`config.mk`:
```
export PLATFORM = sky130hd
export DESIGN_NAME = seqcmd_detector
export DESIGN_NICKNAME = d
export VERILOG_FILES = /design/src/rtl/seqcmd_pkg.sv /design/src/rtl/seqcmd_addr_cmp.sv /design/src/rtl/seqcmd_step_ctr.sv /design/src/rtl/seqcmd_req_gen.sv /design/src/rtl/seqcmd_detector.sv
export SDC_FILE = /design/constraint.sdc
export NUM_CORES = 1
export LEC_CHECK = 0
export ABC_AREA = 1
export BUFFER_PORTS_ARGS = -buffer_cell sky130_fd_sc_hd__buf_4
export CAP_MARGIN = 20
export CORE_AREA = 5 5 42 44
export DETAILED_ROUTE_END_ITERATION = 12
export DIE_AREA = 0 0 47 49
export PLACE_DENSITY_LB_ADDON = 0.1
export SETUP_SLACK_MARGIN = 0.4
export SLEW_MARGIN = 10
export SYNTH_ARGS = -nofsm -noshare
export SYNTH_HDL_FRONTEND = slang
export SYNTH_HIERARCHICAL = 1
export SYNTH_SLANG_ARGS = --single-unit
```
`constraint.sdc`:
```
create_clock -name clk -period 4.13 [get_ports clk]
set_clock_uncertainty 0.15 [all_clocks]
set_input_delay 0.413 -clock clk [delete_from_list [all_inputs] [get_ports clk]]
set_output_delay 0.413 -clock clk [all_outputs]
set_load 0.1 [all_outputs]
```
`src/rtl/seqcmd_pkg.sv`:
```
// Package: shared constants and types for the unlock-sequence detector.
// Assumes: the leading addresses of the run fit in 16 bits and are
// truncated to the address width by the user.
package seqcmd_pkg;

    // Command decoded from the final address of a run.
    typedef enum logic [1:0] {
        CMD_NONE   = 2'd0,
        CMD_STORE  = 2'd1,
        CMD_RECALL = 2'd2
    } seq_cmd_e;

    // Number of addresses that precede the command address.
    localparam int PREFIX_LEN = 5;

    // Leading address of the run at position idx (0 = first).
    function automatic logic [15:0] prefix_addr(input int idx);
        logic [15:0] v;
        case (idx)
            0:       v = 16'h0000;
            1:       v = 16'h1555;
            2:       v = 16'h0AAA;
            3:       v = 16'h1FFF;
            4:       v = 16'h10F0;
            default: v = 16'h0000;
        endcase
        return v;
    endfunction

endpackage

```
`src/rtl/seqcmd_addr_cmp.sv`:
```
// Module: address comparator bank.
// Compares the current address with every leading address of the run,
// in parallel, and with the two command addresses.
// Assumes: step counts the leading addresses already matched
// (0..PREFIX_LEN).
module seqcmd_addr_cmp #(
    parameter int              ADDR_W      = 13,
    parameter int              STEP_W      = 3,
    parameter logic [ADDR_W-1:0] STORE_ADDR  = 13'h0F0F,
    parameter logic [ADDR_W-1:0] RECALL_ADDR = 13'h0F0E
) (
    input  logic [ADDR_W-1:0]      addr,
    input  logic [STEP_W-1:0]      step,
    output logic                   prefix_hit,
    output logic                   is_start,
    output seqcmd_pkg::seq_cmd_e   cmd
);
    localparam int NPFX = seqcmd_pkg::PREFIX_LEN;

    logic [NPFX-1:0] pfx_eq;

    // One equality comparator per leading address.
    for (genvar g = 0; g < NPFX; g++) begin : g_pfx
        localparam logic [ADDR_W-1:0] EXP = ADDR_W'(seqcmd_pkg::prefix_addr(g));
        assign pfx_eq[g] = (addr == EXP);
    end

    // Select the comparator that belongs to the current step.
    always_comb begin
        prefix_hit = 1'b0;
        for (int i = 0; i < NPFX; i++) begin
            if (step == STEP_W'(i)) prefix_hit = pfx_eq[i];
        end
    end

    // The first leading address starts a new run from any state.
    assign is_start = pfx_eq[0];

    // Decode the final address into a command.
    always_comb begin
        if (addr == STORE_ADDR)       cmd = seqcmd_pkg::CMD_STORE;
        else if (addr == RECALL_ADDR) cmd = seqcmd_pkg::CMD_RECALL;
        else                          cmd = seqcmd_pkg::CMD_NONE;
    end

endmodule

```
`src/rtl/seqcmd_step_ctr.sv`:
```
// Module: run progress counter.
// Tracks how many leading addresses of the run have been matched.
// Fires when a selected read completes the run with a command address.
// Assumes: sel is high only for a sampled cycle with the chip enabled.
module seqcmd_step_ctr #(
    parameter int STEP_W = 3,
    parameter int LAST   = 5
) (
    input  logic                  clk,
    input  logic                  rst_n,
    input  logic                  sel,
    input  logic                  is_read,
    input  logic                  busy,
    input  logic                  prefix_hit,
    input  logic                  is_start,
    input  seqcmd_pkg::seq_cmd_e  cmd,
    output logic                  fire,
    output logic [STEP_W-1:0]     step
);
    logic              at_last;
    logic [STEP_W-1:0] step_nxt;

    assign at_last = (step == STEP_W'(LAST));

    // Completion of a run on the current cycle.
    assign fire = sel && is_read && !busy && at_last &&
                  (cmd != seqcmd_pkg::CMD_NONE);

    // Next progress value for a selected cycle.
    always_comb begin
        step_nxt = step;
        if (sel) begin
            if (busy || !is_read) begin
                step_nxt = '0;
            end else if (fire) begin
                step_nxt = '0;
            end else if (!at_last && prefix_hit) begin
                step_nxt = step + 1'b1;
            end else if (is_start) begin
                step_nxt = STEP_W'(1);
            end else begin
                step_nxt = '0;
            end
        end
    end

    // Progress register.
    always_ff @(posedge clk) begin
        if (!rst_n) step <= '0;
        else        step <= step_nxt;
    end

endmodule

```
`src/rtl/seqcmd_req_gen.sv`:
```
// Module: request pulse generator.
// Turns a completed run into a one-clock store or recall pulse in the
// next cycle.
// Assumes: fire is high for at most one clock per run.
module seqcmd_req_gen (
    input  logic                  clk,
    input  logic                  rst_n,
    input  logic                  fire,
    input  seqcmd_pkg::seq_cmd_e  cmd,
    output logic                  store_req,
    output logic                  recall_req
);
    // Register the pulses.
    always_ff @(posedge clk) begin
        if (!rst_n) begin
            store_req  <= 1'b0;
            recall_req <= 1'b0;
        end else begin
            store_req  <= fire && (cmd == seqcmd_pkg::CMD_STORE);
            recall_req <= fire && (cmd == seqcmd_pkg::CMD_RECALL);
        end
    end

endmodule

```
`src/rtl/seqcmd_detector.sv`:
```
// Module: top of the unlock-sequence command detector.
// Watches selected bus cycles and recognises the six-address run that
// asks for a save or a restore. Raises data_hiz during the command cycle
// and pulses a request one clock later.
// Assumes: one bus cycle per clock with cyc_valid high; busy comes from
// the store/recall engine.
module seqcmd_detector #(
    parameter int              ADDR_W      = 13,
    parameter logic [ADDR_W-1:0] STORE_ADDR  = 13'h0F0F,
    parameter logic [ADDR_W-1:0] RECALL_ADDR = 13'h0F0E
) (
    input  logic              clk,
    input  logic              rst_n,
    input  logic              cyc_valid,
    input  logic              ce_n,
    input  logic              we_n,
    input  logic [ADDR_W-1:0] addr,
    input  logic              busy,
    output logic              store_req,
    output logic              recall_req,
    output logic              data_hiz
);
    localparam int LAST   = seqcmd_pkg::PREFIX_LEN;
    localparam int STEP_W = $clog2(LAST + 1);

    logic                 sel;
    logic                 prefix_hit;
    logic                 is_start;
    logic                 fire;
    logic [STEP_W-1:0]    step;
    seqcmd_pkg::seq_cmd_e cmd;

    // A bus cycle counts only when it is sampled and the chip is enabled.
    assign sel = cyc_valid && !ce_n;

    seqcmd_addr_cmp #(
        .ADDR_W(ADDR_W), .STEP_W(STEP_W),
        .STORE_ADDR(STORE_ADDR), .RECALL_ADDR(RECALL_ADDR)
    ) u_cmp (
        .addr(addr), .step(step), .prefix_hit(prefix_hit),
        .is_start(is_start), .cmd(cmd)
    );

    seqcmd_step_ctr #(.STEP_W(STEP_W), .LAST(LAST)) u_ctr (
        .clk(clk), .rst_n(rst_n), .sel(sel), .is_read(we_n), .busy(busy),
        .prefix_hit(prefix_hit), .is_start(is_start), .cmd(cmd),
        .fire(fire), .step(step)
    );

    seqcmd_req_gen u_req (
        .clk(clk), .rst_n(rst_n), .fire(fire), .cmd(cmd),
        .store_req(store_req), .recall_req(recall_req)
    );

    // The command cycle floats the data pins.
    assign data_hiz = fire;

endmodule

```
---- Word-level counts from Yosys, hierarchy flattened ----
Index checks and enable logic that the tools add are counted.
word-level totals
  logic and storage cells ................. 44
  input bits .............................. 19
  register bits ........................... 5
  output and inout port bits .............. 3
operators by class
  equal/unequal tests ..................... 13
  muxes and demuxes ....................... 11
  reduce and logical (&&, ||, !) cells .... 16
  add/sub/neg operators ................... 1
operator list
  operator                number
  $eq A13 B12 Y1 const B  3
  $eq A13 B13 Y1 const B  3
  $logic_not A13 Y1       1
  $mux W3                 3
  $logic_and A1 B1 Y1     8
  $eq A3 B2 Y1 const B    2
  $eq A3 B3 Y1 const B    2
  $mux W1                 6
  $logic_not A1 Y1        4
  $mux W2                 2
  $add A3 B1 Y3 const B   1
  $eq A3 B1 Y1 const B    1
  $logic_not A3 Y1        1
  $eq A2 B1 Y1 const B    1
  $eq A2 B2 Y1 const B    1
  $reduce_bool A2 Y1      1
  $logic_or A1 B1 Y1      1

---- Longest topological paths before layout ----
  depth after elaboration ................. 10
  mapped depth ............................ 14
  gate-level depth less buffers ........... 14

---- Cells and area by module ----
The synthesis kept the hierarchy.
by module, submodules not included
  module           instances  cells each  area each (um^2)  seq. area each (um^2)
  seqcmd_addr_cmp  1          70          297.8             0.0
  seqcmd_step_ctr  1          44          239.0             60.1
  seqcmd_req_gen   1          9           66.3              40.0
  seqcmd_detector  1          2           10.0              0.0

---- Worst setup path after synthesis ----
Ideal clock, no wire load.
  kind .................................... input to output
  from .................................... in addr[5]
  to ...................................... out data_hiz
  cell stages on the path ................. 9
  arrival time ............................ 2576 ps
  setup slack ............................. 991 ps
  required time ........................... 3567 ps
  path through ............................ nor2_1 nand2_1 nor2_1 inv_1 nor4_1 inv_1 nand2_1 nand2_1 nor2_1
between the ends
  elaborated cells between the ends (all ways) .. 6
RTL lines
  what                 line                   text
  start, declared      seqcmd_detector.sv:17  input logic [ADDR_W-1:0] addr,
  $eq A13 B12 Y1       seqcmd_addr_cmp.sv:41  if (addr == STORE_ADDR) cmd = seqcmd_pkg::CMD_STORE;
  $mux W2              seqcmd_addr_cmp.sv:41
  via cmd[0]           seqcmd_detector.sv:31  seqcmd_pkg::seq_cmd_e cmd;
  $reduce_bool A2 Y1   seqcmd_step_ctr.sv:27  (cmd != seqcmd_pkg::CMD_NONE);
  $logic_and A1 B1 Y1  seqcmd_step_ctr.sv:26  assign fire = sel && is_read && !busy && at_last &&
  end, declared        seqcmd_detector.sv:21  output logic data_hiz
The timed path passes the listed nets, and every way through them passes these cells.

---- Worst setup path after layout ----
Ends and elaborated chain as after synthesis.

==> summary.txt <==
Final layout
  – Util after Layout: 0.583
  – Nets: 172
  – Fraction of layout cells with a size suffix above 1: 0.193
  – Area growth syn-to-layout: 33.3%
  – Diodes inserted: 0

Floorplanning
  – Chip width: 47 microns
  – Die Span Y: 49 microns
  – Initial Utilization: 0.437
  – Row Count: 14
  – Die Area: 2300 sq um
  – Area of the core: 1400 sq um
  – IO Pins: 22

Critical path
  – Register-to-Register Path Depth: 14
  – RR Endpoint: u_ctr/step[0]$_SDFFE_PN0P_
  – Reg-to-Reg Start: u_ctr/step[0]$_SDFFE_PN0P_
  – CP Launch Type: input pin
  – WS Path Type: input pin to output port
  – Worst Path Arrival: 1.99 ns
  – R2R setup slack: 2.48 ns
  – Critical Path Fanout Max: 4
  – Required time worst endpoint: 3.57 ns
  – Crit end category: output port
  – Crit path launch: addr[5]

Route
  – Per-cell routed wire length: 9.08 microns
  – Via density: 4.52
  – DRC violations left: 0
  – Drt first pass iters: 4
  – 1st-iter DRT viols: 11
  – Antenna viol nets, final: 0
  – Detailed-route via count: 750
  – Wirelength, routed: 1.51 mm

Synthesis
  – Synth Instances: 125
  – Post-synthesis cell area: 613 sq um
  – Average size of a mapped cell: 4.90 sq um
  – Seq/Total Area, Yosys: 0.163
  – Syn nets: 146
  – YS warnings: 6
  – Yosys reg bits: 5
  – Unique cell type count in the Yosys netlist: 13

Clock tree
  – Clock Sinks: 5
  – Hold_buf cts: 0
  – CTS tree: yes
  – Worst-case clock buffer depth: 2
  – Post_cts resized: 0
  – Clock slew seen by the registers of the worst setup and hold paths: 0.04 ns
  – Worst-skew pair later-pin latency: 0.24 ns
  – H-tree depth: 1
  – Total CTS buffers: 3
  – CTS root buf: clkbuf_4
  – Postcts setup bufs: 0

Placed design
  – Gpl congestion: 0.811
  – PortBufs: 21
  – Placement Setup Slack: 1.56 ns
  – HPWL Detailed: 1.26 mm

Global routing
  – Initial antenna violation count: 0
  – Gr ovfl total: 0
  – First-pass GRT wire length: 2.44 mm
  – Vias in the first global route: 640
  – Total GRT Usage: 0.146
  – Largest net degree at the start of global routing: 10

Timing
  – Slew margin rel.: 0.626
  – Slew Limit Fails: 0
  – Final Cycle Share: 0.618
  – Setup TNS: 0 ns
  – Worst slew pin tran: 0.556 ns
  – Setup ws final: 1.58 ns
  – Worst hold margin: 0.303 ns
  – Final setup viols: 0
  – Fin crit period: 2.55 ns
  – Final Hold Fails: 0
  – RSZ-0062 raised after global routing: false
  – Achievable Freq: 392 MHz

Pwr
  – Worst IR Drop VDD: 0.170 mV
  – Leak: 0.390 nW
  – Pwr dens: 165 nW/um^2

Hold path
  – Hold path start: rst_n
  – Worst Hold Class: input pin to register
  – Hold Path End: u_req/recall_req$_SDFF_PN0_
  – Worst Hold Depth: 3

Outcome
  – Status: finished clean

Flow run
  – Number of max-cap violations: 0
state kept, by name (all words and copies together) (netlist names):
name,count
u_req/store_req,1
u_req/recall_req,1
u_ctr/step,3
logic make-up (layout without fill, tap and decap cells):
group | count (synthesis) | in the layout | synth area share
AO/OA/AOI/OAI | 3 | 3 | 0.0245
adder cells (fa/ha/maj) | 2 | 2 | 0.0408
buffers and inverters | 26 | 51 | 0.159
flip-flops | 5 | 5 | 0.163
AND/OR/NAND/NOR | 89 | 89 | 0.612
worst max-delay path, cell delays in order:
cell	delay, ns
buf_4	0.11
nor2_1	0.10
nand2_1	0.08
nor2_1	0.12
inv_1	0.07
nor4_1	0.43
inv_1	0.08
nand2_1	0.08
nand2_1	0.06
nor2_1	0.14
buf_4	0.31
synth_stat cells (all sizes together):
master  count  area share
nand3       5       0.041
ha          2       0.041
a21oi       3       0.024
inv        26        0.16
nand4       5       0.051
dfxtp       5        0.16
nand2      33        0.20
nor3        5       0.041
nor4        1       0.010
nor2       39        0.26
nand3b      1       0.012
per-stage QoR:
stage	total power [mW]	cells	cell area, sq um
floorplan	0.0605	125	613
global placement	0.0797	162	791
detailed placement	0.0802	162	791
CTS	0.137	166	817
global route	0.144	166	817
finish	0.135	166	817
report_power, final:
part	switching [mW]	internal [mW]	total [mW]
clock	0.0188	0.0365	0.0553
combinational	0.0156	0.0155	0.0311
sequential	0.000000555	0.0485	0.0485
final cells by class:
type	instances	area, sq um
clock buffers	4	26.3
flip-flops and latches	5	100
repair buffers	21	158
multi-input cells	94	415
inverters	26	97.6
well taps	16	20.0
fillers	156	584
placed cells by master (no fill, tap or decap):
cell type,netlist,layout
nor3_1,5,5
ha_1,2,2
nor2_1,35,35
nand3b_1,1,1
nand4_1,5,5
clkbuf_4,0,3
dfxtp_1,5,5
inv_1,25,25
nor2_2,4,4
buf_4,0,21
inv_2,1,1
nor4_1,1,1
nand3_1,5,5
nand2_1,33,33
a21oi_1,3,3
clkbuf_1,0,1
metal layers:
layer | global-route usage | up-vias | share of wire
met5 | 0 | - | 0
met4 | 0.0968 | 0 | 0.029
met3 | 0.0111 | 4 | 0.070
met2 | 0.242 | 18 | 0.47
met1 | 0.166 | 298 | 0.43
li1 | - | 430 | -
worst max path at each step:
stage                    end  slack [ns]
floorplan           data_hiz        0.99
global placement    data_hiz        1.63
detailed placement  data_hiz        1.56
CTS                 data_hiz        1.56
global route        data_hiz        1.39
finish              data_hiz        1.58
No activity file was read; power rests on OpenSTA's default activity.
